`config.mk`:
```
export PLATFORM = sky130hd
export DESIGN_NAME = addr_watch_unit
export DESIGN_NICKNAME = d
export VERILOG_FILES = /design/src/rtl/watch_pkg.sv /design/src/rtl/watch_cmp.sv /design/src/rtl/watch_dp.sv /design/src/rtl/watch_ctrl.sv /design/src/rtl/addr_watch_unit.sv
export SDC_FILE = /design/constraint.sdc
export NUM_CORES = 1
export LEC_CHECK = 0
export BUFFER_PORTS_ARGS = -buffer_cell sky130_fd_sc_hd__buf_2
export CORE_MARGIN = 2
export CORE_UTILIZATION = 55
export DETAILED_ROUTE_END_ITERATION = 6
export PLACE_DENSITY = 0.75
export SYNTH_ARGS = -nofsm -noshare
export SYNTH_HDL_FRONTEND = slang
export SYNTH_SLANG_ARGS = --single-unit
```
`constraint.sdc`:
```
create_clock -name clk -period 7.7 [get_ports clk]
set_input_delay 1.54 -clock clk [delete_from_list [all_inputs] [get_ports clk]]
set_output_delay 1.54 -clock clk [all_outputs]
set_load 0.1 [all_outputs]
```
`src/rtl/watch_pkg.sv`:
```
package watch_pkg;
  localparam int REG_W      = 32;
  localparam int NUM_BP     = 4;
  localparam int REG_AW     = 3;
  localparam int FIELD_W    = 4;
  localparam int FIELD_LSB  = 16;
  localparam int CTL_REG    = NUM_BP;
  localparam int STAT_REG   = NUM_BP + 1;
  localparam int EXACT_BIT  = 2 * NUM_BP;
  localparam int EMU_BIT    = 13;
  localparam int STEP_BIT   = 14;
  localparam int TASK_BIT   = 15;

  localparam logic [REG_W-1:0] CTL_MASK  = 32'hFFFF_03FF;
  localparam logic [REG_W-1:0] STAT_MASK = 32'h0000_E00F;
  localparam logic [REG_W-1:0] LOCAL_MASK = 32'h0000_0155;

  typedef enum logic [1:0] {
    KIND_FETCH = 2'd0,
    KIND_READ  = 2'd1,
    KIND_WRITE = 2'd2,
    KIND_NONE  = 2'd3
  } kind_e;

  typedef struct packed {
    logic [NUM_BP-1:0] addrWr;
    logic              ctlWr;
    logic              statWr;
    logic              localClr;
  } strobe_t;
endpackage

```
`src/rtl/watch_cmp.sv`:
```
module watch_cmp
  import watch_pkg::*;
#(
  parameter int AddrW = REG_W
) (
  input  logic [AddrW-1:0] bpAddr,
  input  logic [1:0]       lenCode,
  input  logic [1:0]       typeCode,
  input  logic             busValid,
  input  logic [AddrW-1:0] busAddr,
  input  logic [1:0]       busSize,
  input  logic [1:0]       busKind,
  input  logic             busFirst,
  input  logic             suppress,
  output logic             hit
);
  logic [AddrW-1:0] lowMask;
  logic [AddrW-1:0] regionLo;
  logic [AddrW:0]   regionHi;
  logic [AddrW:0]   accLo;
  logic [AddrW:0]   accHi;
  logic [2:0]       spanM1;
  logic             lenOk;
  logic             typeOk;
  logic             overlap;

  always_comb begin
    case (lenCode)
      2'b01:   lowMask = AddrW'(1);
      2'b11:   lowMask = AddrW'(3);
      default: lowMask = '0;
    endcase
    lenOk = (lenCode != 2'b10);
  end

  always_comb begin
    case (typeCode)
      2'b00:   typeOk = (busKind == KIND_FETCH) && busFirst && (lenCode == 2'b00);
      2'b01:   typeOk = (busKind == KIND_WRITE);
      2'b11:   typeOk = (busKind == KIND_WRITE) || (busKind == KIND_READ);
      default: typeOk = 1'b0;
    endcase
  end

  always_comb begin
    if (busKind == KIND_FETCH) spanM1 = 3'd0;
    else begin
      case (busSize)
        2'd0:    spanM1 = 3'd0;
        2'd1:    spanM1 = 3'd1;
        default: spanM1 = 3'd3;
      endcase
    end
  end

  assign regionLo = bpAddr & ~lowMask;
  assign regionHi = {1'b0, regionLo} + {1'b0, lowMask};
  assign accLo    = {1'b0, busAddr};
  assign accHi    = accLo + {{(AddrW-2){1'b0}}, spanM1};
  assign overlap  = (accLo <= regionHi) && (accHi >= {1'b0, regionLo});
  assign hit      = busValid && !suppress && lenOk && typeOk && overlap;
endmodule

```
`src/rtl/watch_dp.sv`:
```
module watch_dp
  import watch_pkg::*;
(
  input  logic                clk,
  input  logic                rstN,
  input  strobe_t             strb,
  input  logic [REG_AW-1:0]   regAddr,
  input  logic [REG_W-1:0]    regWrData,
  input  logic [REG_W-1:0]    statusIn,
  output logic [REG_W-1:0]    regRdData,
  input  logic                busValid,
  input  logic [REG_W-1:0]    busAddr,
  input  logic [1:0]          busSize,
  input  logic [1:0]          busKind,
  input  logic                busFirst,
  input  logic                emuOverride,
  output logic [REG_W-1:0]    ctlQ,
  output logic [NUM_BP-1:0]   hitVec,
  output logic [NUM_BP-1:0]   armVec
);
  logic [REG_W-1:0] addrQ [NUM_BP];
  logic [REG_W-1:0] ctlD;

  always_ff @(posedge clk) begin
    for (int n = 0; n < NUM_BP; n++) begin
      if (!rstN)                addrQ[n] <= '0;
      else if (strb.addrWr[n])  addrQ[n] <= regWrData;
    end
  end

  always_comb begin
    ctlD = ctlQ;
    if (strb.ctlWr)    ctlD = regWrData & CTL_MASK;
    if (strb.localClr) ctlD = ctlD & ~LOCAL_MASK;
  end

  always_ff @(posedge clk) begin
    if (!rstN) ctlQ <= '0;
    else       ctlQ <= ctlD;
  end

  for (genvar n = 0; n < NUM_BP; n++) begin : g_bp
    watch_cmp #(.AddrW(REG_W)) u_cmp (
      .bpAddr   (addrQ[n]),
      .lenCode  (ctlQ[FIELD_LSB + FIELD_W*n + 2 +: 2]),
      .typeCode (ctlQ[FIELD_LSB + FIELD_W*n +: 2]),
      .busValid (busValid),
      .busAddr  (busAddr),
      .busSize  (busSize),
      .busKind  (busKind),
      .busFirst (busFirst),
      .suppress (emuOverride),
      .hit      (hitVec[n])
    );
    assign armVec[n] = ctlQ[2*n] | ctlQ[2*n+1];
  end

  always_comb begin
    if (int'(regAddr) < NUM_BP)       regRdData = addrQ[regAddr[1:0]];
    else if (int'(regAddr) == CTL_REG)  regRdData = ctlQ;
    else if (int'(regAddr) == STAT_REG) regRdData = statusIn;
    else                                regRdData = '0;
  end
endmodule

```
`src/rtl/watch_ctrl.sv`:
```
module watch_ctrl
  import watch_pkg::*;
(
  input  logic               clk,
  input  logic               rstN,
  input  logic               regWrEn,
  input  logic [REG_AW-1:0]  regAddr,
  input  logic [REG_W-1:0]   regWrData,
  input  logic               taskSwitch,
  input  logic               singleStep,
  input  logic               emuOverride,
  input  logic [NUM_BP-1:0]  hitVec,
  input  logic [NUM_BP-1:0]  armVec,
  output strobe_t            strb,
  output logic [REG_W-1:0]   statusQ,
  output logic               trapQ
);
  logic [REG_W-1:0] statusD;

  always_comb begin
    for (int n = 0; n < NUM_BP; n++)
      strb.addrWr[n] = regWrEn && (int'(regAddr) == n);
    strb.ctlWr    = regWrEn && (int'(regAddr) == CTL_REG);
    strb.statWr   = regWrEn && (int'(regAddr) == STAT_REG);
    strb.localClr = taskSwitch;
  end

  always_comb begin
    statusD = statusQ;
    if (strb.statWr) statusD = regWrData & STAT_MASK;
    statusD[NUM_BP-1:0] = statusD[NUM_BP-1:0] | hitVec;
    if (emuOverride) statusD[EMU_BIT]  = 1'b1;
    if (singleStep)  statusD[STEP_BIT] = 1'b1;
    if (taskSwitch)  statusD[TASK_BIT] = 1'b1;
  end

  always_ff @(posedge clk) begin
    if (!rstN) begin
      statusQ <= '0;
      trapQ   <= 1'b0;
    end else begin
      statusQ <= statusD;
      trapQ   <= (|(hitVec & armVec)) | singleStep;
    end
  end
endmodule

```
`src/rtl/addr_watch_unit.sv`:
```
module addr_watch_unit
  import watch_pkg::*;
(
  input  logic               clk,
  input  logic               rstN,
  input  logic               regWrEn,
  input  logic [REG_AW-1:0]  regAddr,
  input  logic [REG_W-1:0]   regWrData,
  output logic [REG_W-1:0]   regRdData,
  input  logic               busValid,
  input  logic [REG_W-1:0]   busAddr,
  input  logic [1:0]         busSize,
  input  logic [1:0]         busKind,
  input  logic               busFirst,
  input  logic               taskSwitch,
  input  logic               singleStep,
  input  logic               emuOverride,
  output logic               trapReq,
  output logic [REG_W-1:0]   statusOut
);
  strobe_t             strb;
  logic [REG_W-1:0]    ctlQ;
  logic [NUM_BP-1:0]   hitVec;
  logic [NUM_BP-1:0]   armVec;

  watch_ctrl u_ctrl (
    .clk        (clk),
    .rstN       (rstN),
    .regWrEn    (regWrEn),
    .regAddr    (regAddr),
    .regWrData  (regWrData),
    .taskSwitch (taskSwitch),
    .singleStep (singleStep),
    .emuOverride(emuOverride),
    .hitVec     (hitVec),
    .armVec     (armVec),
    .strb       (strb),
    .statusQ    (statusOut),
    .trapQ      (trapReq)
  );

  watch_dp u_dp (
    .clk        (clk),
    .rstN       (rstN),
    .strb       (strb),
    .regAddr    (regAddr),
    .regWrData  (regWrData),
    .statusIn   (statusOut),
    .regRdData  (regRdData),
    .busValid   (busValid),
    .busAddr    (busAddr),
    .busSize    (busSize),
    .busKind    (busKind),
    .busFirst   (busFirst),
    .emuOverride(emuOverride),
    .ctlQ       (ctlQ),
    .hitVec     (hitVec),
    .armVec     (armVec)
  );
endmodule

```
Word level (Yosys, flattened, before mapping)
Memories as Yosys holds them, arrays and structs flattened.
Index checks and enable logic that the tools add are counted.

word-level totals
  flip-flop bits (word level) = 40
  word-level logic and storage cells = 151
  input port bits = 79
  memories kept = 1
  output and inout bits = 65
  memory bits (writable) = 128

operators by class
  reduce and logical (&&, ||, !) cells = 46
  order comparisons = 9
  add/sub/neg operators = 5
  multiplexer cells = 35
  bitwise gates (word level) = 20
  equal/unequal tests = 28

memories
  name        words  bits a word  read ports  clocked after memory_dff  write ports  RTL line        text
  u_dp.addrQ  4      32           5           0                         4            watch_dp.sv:21  logic [REG_W-1:0] addrQ [NUM_BP];

operator list
  kind                                           number
  two-way mux 32 bit                             7
  adder 32 x 32 -> 33 bit                        4
  >= comparator 33 x 32 -> 1 bit                 4
  <= comparator 32 x 33 -> 1 bit                 4
  AND 32 bit                                     4
  inverter 32 bit                                4
  adder 32 x 3 -> 33 bit                         1
  two-way mux 16 bit                             2
  logical AND 1 bit                              28
  == test 2 x 1 -> 1 bit, second input constant  10
  logical NOT 2 bit                              10
  case mux 2 bit (2 select lines)                5
  == test 2 bit, second input constant           9
  two-way mux 1 bit                              16
  == test 3 bit, second input constant           4
  case mux 1 bit (3 select lines)                4
  bitwise OR 1 bit                               9
  inequality test 2 bit, second input constant   4
  nonzero test 2 bit                             3
  AND 4 bit                                      1
  bitwise OR 4 bit                               1
  OR reduction 4 bit                             1
  == test 3 x 2 -> 1 bit, second input constant  1
  logical NOT 3 bit                              1
  6 further kinds                                6

Logic depth before layout (Yosys ltp)
Gate-level depths: netlist of run 1.

  depth in word-level cells = 11
  mapped depth = 21
  depth with buffers taken out = 21

By module
Synthesis of run 1 repeated with hierarchy kept, for this count alone.

second synthesis, totals
  cells, all modules = 2072
  area, all modules = 18375.1 µm²

modules (own cells, without submodules)
  module                               times used  sequential area each (µm²)  cells each  area an instance (µm²)
  watch_dp                             1           4364.2                      562         7385.8
  watch_cmp at u_dp.g_bp[1].u_cmp ...  2           0.0                         360         2588.7
  watch_cmp at u_dp.g_bp[0].u_cmp      1           0.0                         366         2627.5
  watch_cmp at u_dp.g_bp[2].u_cmp      1           0.0                         363         2601.2
  watch_ctrl                           1           160.2                       61          583.1

Worst setup path before layout of run 1
OpenSTA, ideal clock, no wires.

  kind = input to output
  start point = in regAddr[0]
  end point = out regRdData[17]
  path buffers = 2
  arrival = 4729 ps
  slack = 1431 ps
  cell stages on the path = 5
  path through = clkbuf_1 > buf_1 > mux4_2 > inv_1 > o21ai_0

between the ends
  longest elaborated chain between the ends = 3

RTL lines
  what                                                                RTL line              text
  start, declared                                                     addr_watch_unit.sv:7  input logic [REG_AW-1:0] regAddr,
  branches (longest 2 deep; another with less-than comparator 3 bit)  n/a
  two-way mux 32 bit *                                                watch_dp.sv:59        if (int'(regAddr) < NUM_BP) regRdData = addrQ[regAddr[1:0]];
  end, declared                                                       addr_watch_unit.sv:9  output logic [REG_W-1:0] regRdData,

Every way passes the cells marked *.

Worst setup path in the final report of run 1
  start point = in busKind[0]
  end point = reg u_ctrl.trapQ

between the ends
  longest elaborated chain between the ends = 9

RTL lines
  what                                                                                      RTL line                          text
  start, declared                                                                           addr_watch_unit.sv:13             input logic [1:0] busKind,
  logical NOT 2 bit                                                                         watch_cmp.sv:38, watch_cmp.sv:46
  two-way mux 2 bit / logical AND 1 bit (equally long branches)                             watch_cmp.sv:46, watch_cmp.sv:38
  adder 32 x 3 -> 33 bit / logical AND 1 bit (equally long branches)                        watch_cmp.sv:59, watch_cmp.sv:38
  >= comparator 33 x 32 -> 1 bit / case mux 1 bit (3 select lines) (equally long branches)  watch_cmp.sv:60, watch_cmp.sv:37
  logical AND 1 bit, on equally long branches                                               watch_cmp.sv:60, watch_cmp.sv:61
  logical AND 1 bit                                                                         watch_cmp.sv:61                   assign hit = busValid && !suppress && lenOk && typeOk && overlap;
  AND 4 bit *                                                                               watch_ctrl.sv:43                  trapQ <= (|(hitVec & armVec)) | singleStep;
  OR reduction 4 bit *                                                                      watch_ctrl.sv:43
  bitwise OR 1 bit *                                                                        watch_ctrl.sv:43
  end signal, assigned                                                                      watch_ctrl.sv:43
  end, declared                                                                             watch_ctrl.sv:16                  output logic trapQ

Every way passes the cells marked *; elsewhere a longest branch is shown, timed or not.
A chain may end at the register's enable or synchronous reset.

==> impl_metrics.yaml, run 1 <==
status:
  outcome: "completed"
cells_and_area:
  layout.cells.non_filler: 2264
  layout.nets: 2216
  fin_util_pct: 61.7
  fill_cells: 2479
  design_area_um2: 17200
  syn_to_final_growth_pct: 10.1
  drive_above_1_share_pct: 11.8
clock_tree:
  cts.clk_slew.worst_paths_ps: 70
  cts-hold-fix-buffers: 0
  clk_latency_ps: 460
  clock_sinks: 162
  cts.htree.levels: 4
  cts_buffer_depth: 2
  cts_tree: "built"
  postCtsSetupRepairBufs: 0
  cts-root-buf: "clkbuf_16"
  cts_resized: 0
  numCtsBuffers: 17
drt:
  routed_wl_mm: 58.1
  viasPerCell: 6.30
  post_drt_wl_per_cell_um: 25.7
  antenna_left: 0
  drc: 0
  num_vias: 14300
  drt_first_pass_iters: 6
  drtIter0Drc: 1773
die:
  placement_rows: 61
  die_x_um: 173
  core-area_um2: 27900
  io_pins: 144
  die_area_um2: 29800
  initial_utilization_pct: 56.1
  fp.dieH_um: 173
worst_setup_path:
  crit_required_ps: 8080
  worstPathMaxFanout: 6
  r2r_start: "u_dp.addrQ[0][1]$_SDFFCE_PN0P_"
  critPathLaunch: "busKind[0]"
  cp-end-kind: "register"
  criticalPathCategory: "primary input to register"
  cp-start-kind: "primary input"
  cp.arrival_ps: 6740
synthesis:
  synth_most_common_cell: "ha_1"
  syn_area_um2: 15700
  synthArstFlopShare_pct: 0
  synth.cells.most_frequent: "ha_1 (264), inv_1 (237), nand2_1 (182)"
  synth_top_flop_cell: "edfxtp_1"
  synthTopCellsByArea: "edfxtp_1 (25%), ha_1 (21%), inv_1 (5.7%)"
  synth-edff-count: 128
  syn-instance-count: 1759
  synth_seq_cells: 162
  avgSynthCellArea_um2: 8.90
  yosysSeqAreaShare_pct: 28.9
  yosysWarningCount: 0
  synth_top_area_share_pct: 24.5
  yosysTopAreaCell: "edfxtp_1"
  synth_cell_types: 75
global_route:
  antenna_found_initial: 2
  grt_pass1_wl_mm: 86.5
  overflow: 0
  grt_pass1_vias: 13800
  grtUsageTotal_pct: 39.0
  grt_max_degree: 40
timing:
  worstMarginPinSlew_ps: 1360
  rsz0062_at_grt: "no"
  fin_crit_sh_pct: 82.7
  finClkSkew_ps: 9.99
  period_minus_slack_ps: 6370
  setup_viol: 0
  fmax_ghz: 0.157
  hold_violations: 0
  relSlewSlack_pct: 8.49
  fin_setup_tns_ps: 0
  drv_slew: 0
placed_design:
  io_buffers: 118
  dp.final_hpwl_mm: 45.6
  place.gp.congestion: 1.03
  post_dp_cell_area_um2: 16700
  place_inst: 2231
power_and_ir_drop:
  p_leak_nw: 7.69
  clkPwrFrac_pct: 31.3
  peakVddDrop_mv: 0.163
  p_switching_mw: 1.12
  pwr-share-seq_pct: 38.1
  p_int_mw: 1.73
  switching_share_pct: 39.2
  p_comb_share_pct: 30.6
  p_per_area_nw_per_um2: 165
min_path:
  holdCritStartpoint: "u_dp.ctlQ[9]$_SDFFE_PN0P_"
  hp-class: "register to register"
flow_run:
  maxCapViolations: 0
area by class of cell:
cell class | instances | area [um2] | area share [%]
multi-input combinational | 1324 | 10100 | 58.5
timing repair buffer | 128 | 666 | 3.86
tap | 378 | 473 | 2.74
sequential | 162 | 4520 | 26.2
antenna | 1 | 2.50 | 0.0145
clock inverter | 15 | 168 | 0.972
clock buffer | 17 | 425 | 2.47
inverter | 239 | 897 | 5.20
critical path, cell delays in order:
cell and delay (ps):
buf_2 70, inv_1 50, ha_1 230, nor2_1 130
ha_1 180, inv_1 60, fa_1 410, nand3b_1 340
nor4_1 370, buf_4 210, and2_1 220, xor2_1 390
ha_1 210, nand4_1 130, or4_1 570, a2111oi_0 400
or4b_2 230, a31oi_1 90, a211oi_1 470, o21ai_0 250
a41oi_2 180
metal layers:
| metal | global-route usage (%) | wire (um) | vias to the layer above |
|---|---|---|---|
| li1 | - | - | 6430 |
| met1 | 53.1 | 23700 | 6797 |
| met2 | 59.6 | 25400 | 897 |
| met3 | 9.85 | 6860 | 136 |
| met4 | 15.4 | 2200 | 2 |
| met5 | 0 | 3 | - |
cells by family after synthesis:
| kind of cell | Yosys count | share of synthesized area (%) |
|---|---|---|
| AND/OR/NAND/NOR | 608 | 20.4 |
| buffers and inverters | 301 | 7.88 |
| AO/OA/AOI/OAI | 289 | 11.3 |
| adder cells (fa/ha/maj) | 265 | 21.2 |
| flip-flops | 162 | 28.9 |
| XOR/XNOR | 90 | 5.03 |
| multiplexers | 43 | 5.34 |
| other | 1 | 0.0239 |
flip-flops by register name, indices dropped and copies added (netlist names):
signal	flops
u_dp.addrQ	128
u_dp.ctlQ	26
u_ctrl.statusQ	7
u_ctrl.trapQ	1
worst paths after layout:
kind | end | slack (ps) | cells after the start
max reg2reg | u_ctrl.trapQ$_SDFF_PN0_ | 3750 | 12
min | u_dp.ctlQ[9]$_SDFFE_PN0P_ | 460 | 2
min reg2reg | u_dp.ctlQ[9]$_SDFFE_PN0P_ | 460 | 2
max | u_ctrl.trapQ$_SDFF_PN0_ | 1330 | 21
power groups by stage:
| stage | clock [mW] | sequential (mW) | combinational (mW) |
|---|---|---|---|
| global route | 0.929 | 1.09 | 0.945 |
| CTS | 0.885 | 1.08 | 0.855 |
| detailed placement | 0 | 1.10 | 0.848 |
| finish | 0.891 | 1.08 | 0.871 |
| floorplan | 0 | 1.07 | 0.599 |
| global placement | 0 | 1.10 | 0.837 |
placed cells by master, fill, tap and decap left out, types with 6 or more instances in the layout:
master and instances:
nand2b_1 16, nand2_1 182, mux4_2 31, nor3_1 28
mux2i_1 10, buf_4 10, ha_1 264, a21o_1 13
and2_1 134, and3_1 6, o21ai_0 71, edfxtp_1 128
a21oi_1 113, a31oi_1 6, o22ai_1 9, dfxtp_1 34
clkbuf_16 17, nor2_1 64, nand4_1 58, nor2b_1 11
conb_1 29, xor2_1 8, nand3_1 42, nor4_1 18
and4_1 16, xnor2_1 82, inv_1 237, buf_2 118
a211oi_1 21
stage by stage:
stage	worst slack, ps	total power [mW]	hold WS, ps
floorplan	1430	1.67	437
global placement	1370	1.93	442
detailed placement	1090	1.94	449
CTS	1490	2.82	458
global route	1050	2.96	499
finish	1330	2.85	456
Note: power is estimated with default switching activity, not from simulation.
==> run 2, diff against run 1 <==
- ABC_AREA: not set -> 1
- PLACE_DENSITY: 0.75 -> 0.74
- clock period: 7.7 -> 6.6 ns (I/O delays scaled with it)
==> run 2 against run 1 <==
Critical path depth is 7 higher. Sequential cell count is the same. Synthesized cell count increased by 29%. Final cell count up 23%. Register-to-register slack got worse by 810 ps. Highest routed layer unchanged. Power rose by 22%.
==> impl_metrics.yaml, run 2 <==
status:
  outcome: "completed"
synthesis:
  synth.cells.most_frequent: "nand2_1 (455), inv_1 (401), nor2_1 (296)"
  synth_most_common_cell: "nand2_1"
  synth_top_flop_cell: "edfxtp_1"
  synthTopCellsByArea: "edfxtp_1 (23%), ha_1 (20%), nand2_1 (10%)"
  synth-edff-count: 128
  synth_cell_types: 47
  syn-instance-count: 2270
  avgSynthCellArea_um2: 7.21
  yosysWarningCount: 0
  yosysTopAreaCell: "edfxtp_1"
  yosysSeqAreaShare_pct: 27.6
  synth_top_area_share_pct: 23.5
  synth_seq_cells: 162
  synthArstFlopShare_pct: 0
  syn_area_um2: 16400
timing:
  worstMarginPinSlew_ps: 1070
  fmax_ghz: 0.190
  drv_slew: 0
  relSlewSlack_pct: 28.7
  period_minus_slack_ps: 5270
  hold-worst-slack_ps: 542
  finClkSkew_ps: 19.1
  hold_violations: 0
  fin_crit_sh_pct: 79.8
  final.setup.worst_slack_ps: 1330
  fin_setup_tns_ps: 0
  rsz0062_at_grt: "no"
  setup_viol: 0
die:
  io_pins: 144
  die_x_um: 177
  fp.dieH_um: 177
  placement_rows: 63
  initial_utilization_pct: 55.5
  core-area_um2: 29500
  die_area_um2: 31200
drt:
  drt_first_pass_iters: 5
  routed_wl_mm: 64.8
  post_drt_wl_per_cell_um: 23.2
  num_vias: 16600
  antenna_left: 0
  drtIter0Drc: 2100
  drc: 0
  viasPerCell: 5.96
cells_and_area:
  layout.nets: 2730
  antenna_cells: 0
  top_regs: "u_dp.addrQ x128, u_dp.ctlQ x26, u_ctrl.statusQ x7"
  layout.cells.non_filler: 2789
  syn_to_final_growth_pct: 9.57
  regMostFlops: "u_dp.addrQ"
  drive_above_1_share_pct: 8.75
  largest_register_ffs: 128
  layout_commonest_cell: "nand2_1"
  layout_common_cells: "nand2_1 (453), inv_1 (401), nor2_1 (296)"
placed_design:
  dp.final_hpwl_mm: 51.6
  io_buffers: 118
  place.gp.congestion: 1.07
  place_ws_ps: 1010
  place_inst: 2757
min_path:
  hold_end: "u_ctrl.statusQ[0]$_SDFF_PN0_"
  hp-class: "register to register"
  whs_path_depth: 2
  holdCritStartpoint: "u_ctrl.statusQ[0]$_SDFF_PN0_"
clock_tree:
  cts-root-buf: "clkbuf_16"
  cts.clk_slew.worst_paths_ps: 70
  cts_buffer_depth: 2
  cts_tree: "built"
  numCtsBuffers: 17
  clk_latency_ps: 460
  cts-hold-fix-buffers: 0
  postCtsSetupRepairBufs: 0
  cts_resized: 0
  cts.htree.levels: 4
  clock_sinks: 162
worst_setup_path:
  cp-end-kind: "register"
  r2r_start: "u_dp.ctlQ[26]$_SDFFE_PN0P_"
  critPathMaxStageDelay_ps: 460
  crit_slowest_cell: "fa_1"
  cpMostUsedCell: "nor2_1"
  r2r.worst_path.cells: 15
  cp.arrival_ps: 5650
  reg2reg_to: "u_ctrl.trapQ$_SDFF_PN0_"
  criticalPathCategory: "primary input to register"
  crit_required_ps: 6980
  reg2reg_setup_slack_ps: 2940
  worstPathMaxFanout: 4
  crit_buf_inv: 4
  cp-start-kind: "primary input"
  cp_top_family: "simple AND/OR/NAND/NOR gates"
power_and_ir_drop:
  finalPower_mw: 3.48
  peakVddDrop_mv: 0.138
  p_leak_nw: 9.21
  p_per_area_nw_per_um2: 194
global_route:
  overflow: 0
  grt_max_degree: 53
  grt_pass1_vias: 15400
  antenna_found_initial: 2
  grt_pass1_wl_mm: 93.2
  grtUsageTotal_pct: 41.3
flow_run:
  maxCapViolations: 0
-- run 2: metal layers --
layer / vias to the layer above / GRT usage (%) / share of wire [%]
met5: - / 0 / 0.026
met4: 4 / 18.2 / 4.3
met3: 169 / 10.7 / 13
met2: 1094 / 61.1 / 42
met1: 7721 / 56.6 / 40
li1: 7643 / - / -
-- run 2: final cells by class --
cell class | instances | area (um2)
repair buffers | 129 | 673
clock inverters | 14 | 191
fillers | 2789 | 11500
multi-input cells | 1662 | 10100
flip-flops and latches | 162 | 4520
inverters | 414 | 1550
well taps | 390 | 488
clock buffers | 18 | 429
-- run 2: cell families after synthesis --
| kind of cell | share of synthesized area [%] |
|---|---|
| and+or+nand+nor | 24.4 |
| buffers and inverters | 11.5 |
| AOI/OAI and AO/OA | 11.6 |
| adders and majority gates | 20.3 |
| DFF | 27.6 |
| xor gates and xnor gates | 4.55 |
| other | 0.0229 |
-- run 2: worst max path at each step --
stage | startpoint | endpoint | cells past startpoint
6_report | busKind[0] | u_ctrl.trapQ$_SDFF_PN0_ | 28
4_1_cts | busKind[0] | u_ctrl.trapQ$_SDFF_PN0_ | 28
3_5_place_dp | busKind[0] | u_ctrl.trapQ$_SDFF_PN0_ | 28
5_1_grt | busKind[0] | u_ctrl.trapQ$_SDFF_PN0_ | 28
2_1_floorplan | regAddr[2] | regRdData[16] | 6
3_3_place_gp | busKind[0] | u_ctrl.trapQ$_SDFF_PN0_ | 28
-- run 2: power by group --
group,internal (mW),switching [mW],total [mW]
clock network,0.611,0.502,1.11
logic,0.298,0.829,1.13
registers,1.16,0.0749,1.24
total,2.07,1.41,3.48
-- run 2: tightest hold or removal path: stages (launching register included) --
cell and delay, ps:
dfxtp_1 340, nand2_1 80, a31oi_1 70
-- run 2: through the flow --
stage	area (um2)	util [%]
after floorplan	16500	-
after global placement	17300	58.7
after detailed placement	17300	58.7
after CTS	17900	60.8
after global routing	17900	60.8
final	17900	60.8
==> run 3, diff against run 2 <==
- PLACE_DENSITY: 0.74 -> 0.77
- clock period: 6.6 -> 4.4 ns (I/O delays scaled with it)
==> run 3 against run 2 <==
The flow now finishes with violations (DRC). Utilization rose by 2.8 points. Global-route usage rose by 2.5 points. Sequential share of layout area shrank 1.1 points. Count of clock-buffer cells in the layout shrank 1. Via count is 3.9% higher. Die area unchanged. Sequential cell count did not move. Sequential power up 50%. Power rose by 51%. Critical endpoint is now u_ctrl.statusQ[2]$_SDFF_PN0_. Largest power group unchanged.
==> impl_metrics.yaml, run 3 (synthesis gave the netlist of run 2 again) <==
power_and_ir_drop:
  p_switching_mw: 2.21
  p_leak_nw: 9.69
  p_per_area_nw_per_um2: 279
  p_comb_share_pct: 34.6
  p_int_mw: 3.03
  finalPower_mw: 5.24
  peakVddDrop_mv: 0.199
  pwr-share-seq_pct: 35.6
  clkPwrFrac_pct: 29.8
  switching_share_pct: 42.1
timing:
  hold_violations: 0
  fmax_ghz: 0.241
  finClkSkew_ps: 10.8
  relSlewSlack_pct: 26.4
  fin_setup_tns_ps: 0
  fin_crit_sh_pct: 94.1
  worstMarginPinSlew_ps: 1090
  period_minus_slack_ps: 4140
  hold-worst-slack_ps: 535
  drv_slew: 0
  setup_viol: 0
worst_setup_path:
  cp_top_family: "simple AND/OR/NAND/NOR gates"
  cpMostUsedCell: "nand2_1"
  criticalPathCategory: "primary input to register"
  crit_buf_inv: 6
  worstPathMaxFanout: 4
  critPathMaxStageDelay_ps: 380
  cp-start-kind: "primary input"
  cp-end-kind: "register"
  reg2reg_setup_slack_ps: 1050
  worst-path-stages: 27
  reg2reg_to: "u_ctrl.trapQ$_SDFF_PN0_"
  cp.arrival_ps: 4520
  r2r_start: "u_dp.ctlQ[26]$_SDFFE_PN0P_"
  crit_required_ps: 4780
  r2r.worst_path.cells: 18
  crit_slowest_cell: "fa_2"
die:
  io_pins: 144
  die_area_um2: 31200
  fp.dieH_um: 177
  die_x_um: 177
  placement_rows: 63
  core-area_um2: 29500
  initial_utilization_pct: 55.5
global_route:
  grt_pass1_wl_mm: 98.8
  antenna_found_initial: 1
  top_usage_layer: "met2"
  use_met2_pct: 63.0
  overflow: 0
  grt_pass1_vias: 16300
  grtUsageTotal_pct: 43.7
  met3_usage_pct: 13.0
  grt_max_degree: 53
  use_met1_pct: 59.3
min_path:
  whs_path_depth: 2
  hold_end: "u_ctrl.statusQ[0]$_SDFF_PN0_"
  hp-class: "register to register"
  holdCritStartpoint: "u_ctrl.statusQ[0]$_SDFF_PN0_"
cells_and_area:
  regMostFlops: "u_dp.addrQ"
  ff_latch_area_um2: 4520
  multi_input_area_um2: 10200
  top_regs: "u_dp.addrQ x128, u_dp.ctlQ x26, u_ctrl.statusQ x7"
  layout.nets: 2825
  drive_above_1_share_pct: 13.4
  layout_common_cells: "nand2_1 (452), inv_1 (394), nor2_1 (288)"
  fill_cells: 2711
  layout_commonest_cell: "nand2_1"
  syn_to_final_growth_pct: 14.7
  largest_register_ffs: 128
clock_tree:
  cts.clk_slew.worst_paths_ps: 70
  numCtsBuffers: 17
  cts.htree.levels: 4
  clk_latency_ps: 450
  clock_sinks: 162
  cts_tree: "built"
  cts-root-buf: "clkbuf_16"
  cts_buffer_depth: 2
drt:
  num_vias: 17300
  drt_first_pass_iters: 7
  post_drt_wl_per_cell_um: 23.7
  antenna_left: 0
  viasPerCell: 5.99
  drc: 9
  drtIter0Drc: 2140
  routed_wl_mm: 68.5
placed_design:
  dp.final_hpwl_mm: 55.1
  io_buffers: 118
  place.gp.congestion: 1.03
status:
  violations: "DRC"
  outcome: "complete, but fails checks"
flow_run:
  maxCapViolations: 0
[run 3: cell types whose count changed in the layout (fill, tap and decap cells not counted), sizes merged]
cell,previous run,this run
clkinvlp,2,0
inv,420,422
bufinv,3,0
buf,129,224
clkbuf,18,17
clkinv,3,7
diode,0,1
[run 3: power groups by stage]
stage / combinational, mW / clock [mW] / sequential, mW
detailed placement: 1.73 / 0 / 1.89
finish: 1.81 / 1.56 / 1.86
global placement: 1.70 / 0 / 1.88
global route: 1.95 / 1.61 / 1.87
CTS: 1.74 / 1.55 / 1.85
floorplan: 1.13 / 0 / 1.86
[run 3: final cells by class]
cell class	instances	area share [%]
antenna	1	0.0133
clock buffer	17	2.27
tap	390	2.60
sequential	162	24.1
timing repair buffer	224	7.58
inverter	414	8.28
multi-input combinational	1662	54.3
clock inverter	15	0.840
[run 3: stage by stage]
stage / instance area, um2 / setup WS, ps / util, % / std cells
4_1_cts: 18600 / 51.8 / 63.2 / 2881
3_5_place_dp: 18000 / -407 / 61.2 / 2849
5_1_grt: 18800 / -23.6 / 63.7 / 2884
3_3_place_gp: 18000 / -294 / 61.2 / 2849
2_1_floorplan: 16500 / -268 / - / 2298
6_report: 18800 / 259 / 63.7 / 2885
[run 3: how the worst max path moves through the flow]
stage | from | slack [ps] | to
after global placement | busKind[0] | -290 | u_ctrl.trapQ$_SDFF_PN0_
final | busKind[1] | 260 | u_ctrl.statusQ[2]$_SDFF_PN0_
after detailed placement | busKind[0] | -410 | u_ctrl.trapQ$_SDFF_PN0_
after CTS | busKind[0] | 50 | u_ctrl.trapQ$_SDFF_PN0_
after global routing | busKind[1] | -20 | u_ctrl.trapQ$_SDFF_PN0_
after floorplan | regAddr[2] | -270 | regRdData[16]
[run 3: tightest hold or removal path, stage by stage, from the launching register on]
cell,delay [ps]
dfxtp_1,340
nand2_1,70
a31oi_1,70
[run 3: timing repair]
action                     in CTS  in global routing
hold buffers                    0                  0
gates resized for setup         0                 36
hold endpoints to repair        0                  0
buffers inserted                0                  3
setup endpoints to repair       0                  5
[run 3: layer usage]
| metal | wire (um) | part of all wire (%) |
|---|---|---|
| met4 | 3760 | 5.5 |
| met3 | 9880 | 14 |
| met1 | 27300 | 40 |
| met5 | 0 | 0 |
| met2 | 27600 | 40 |
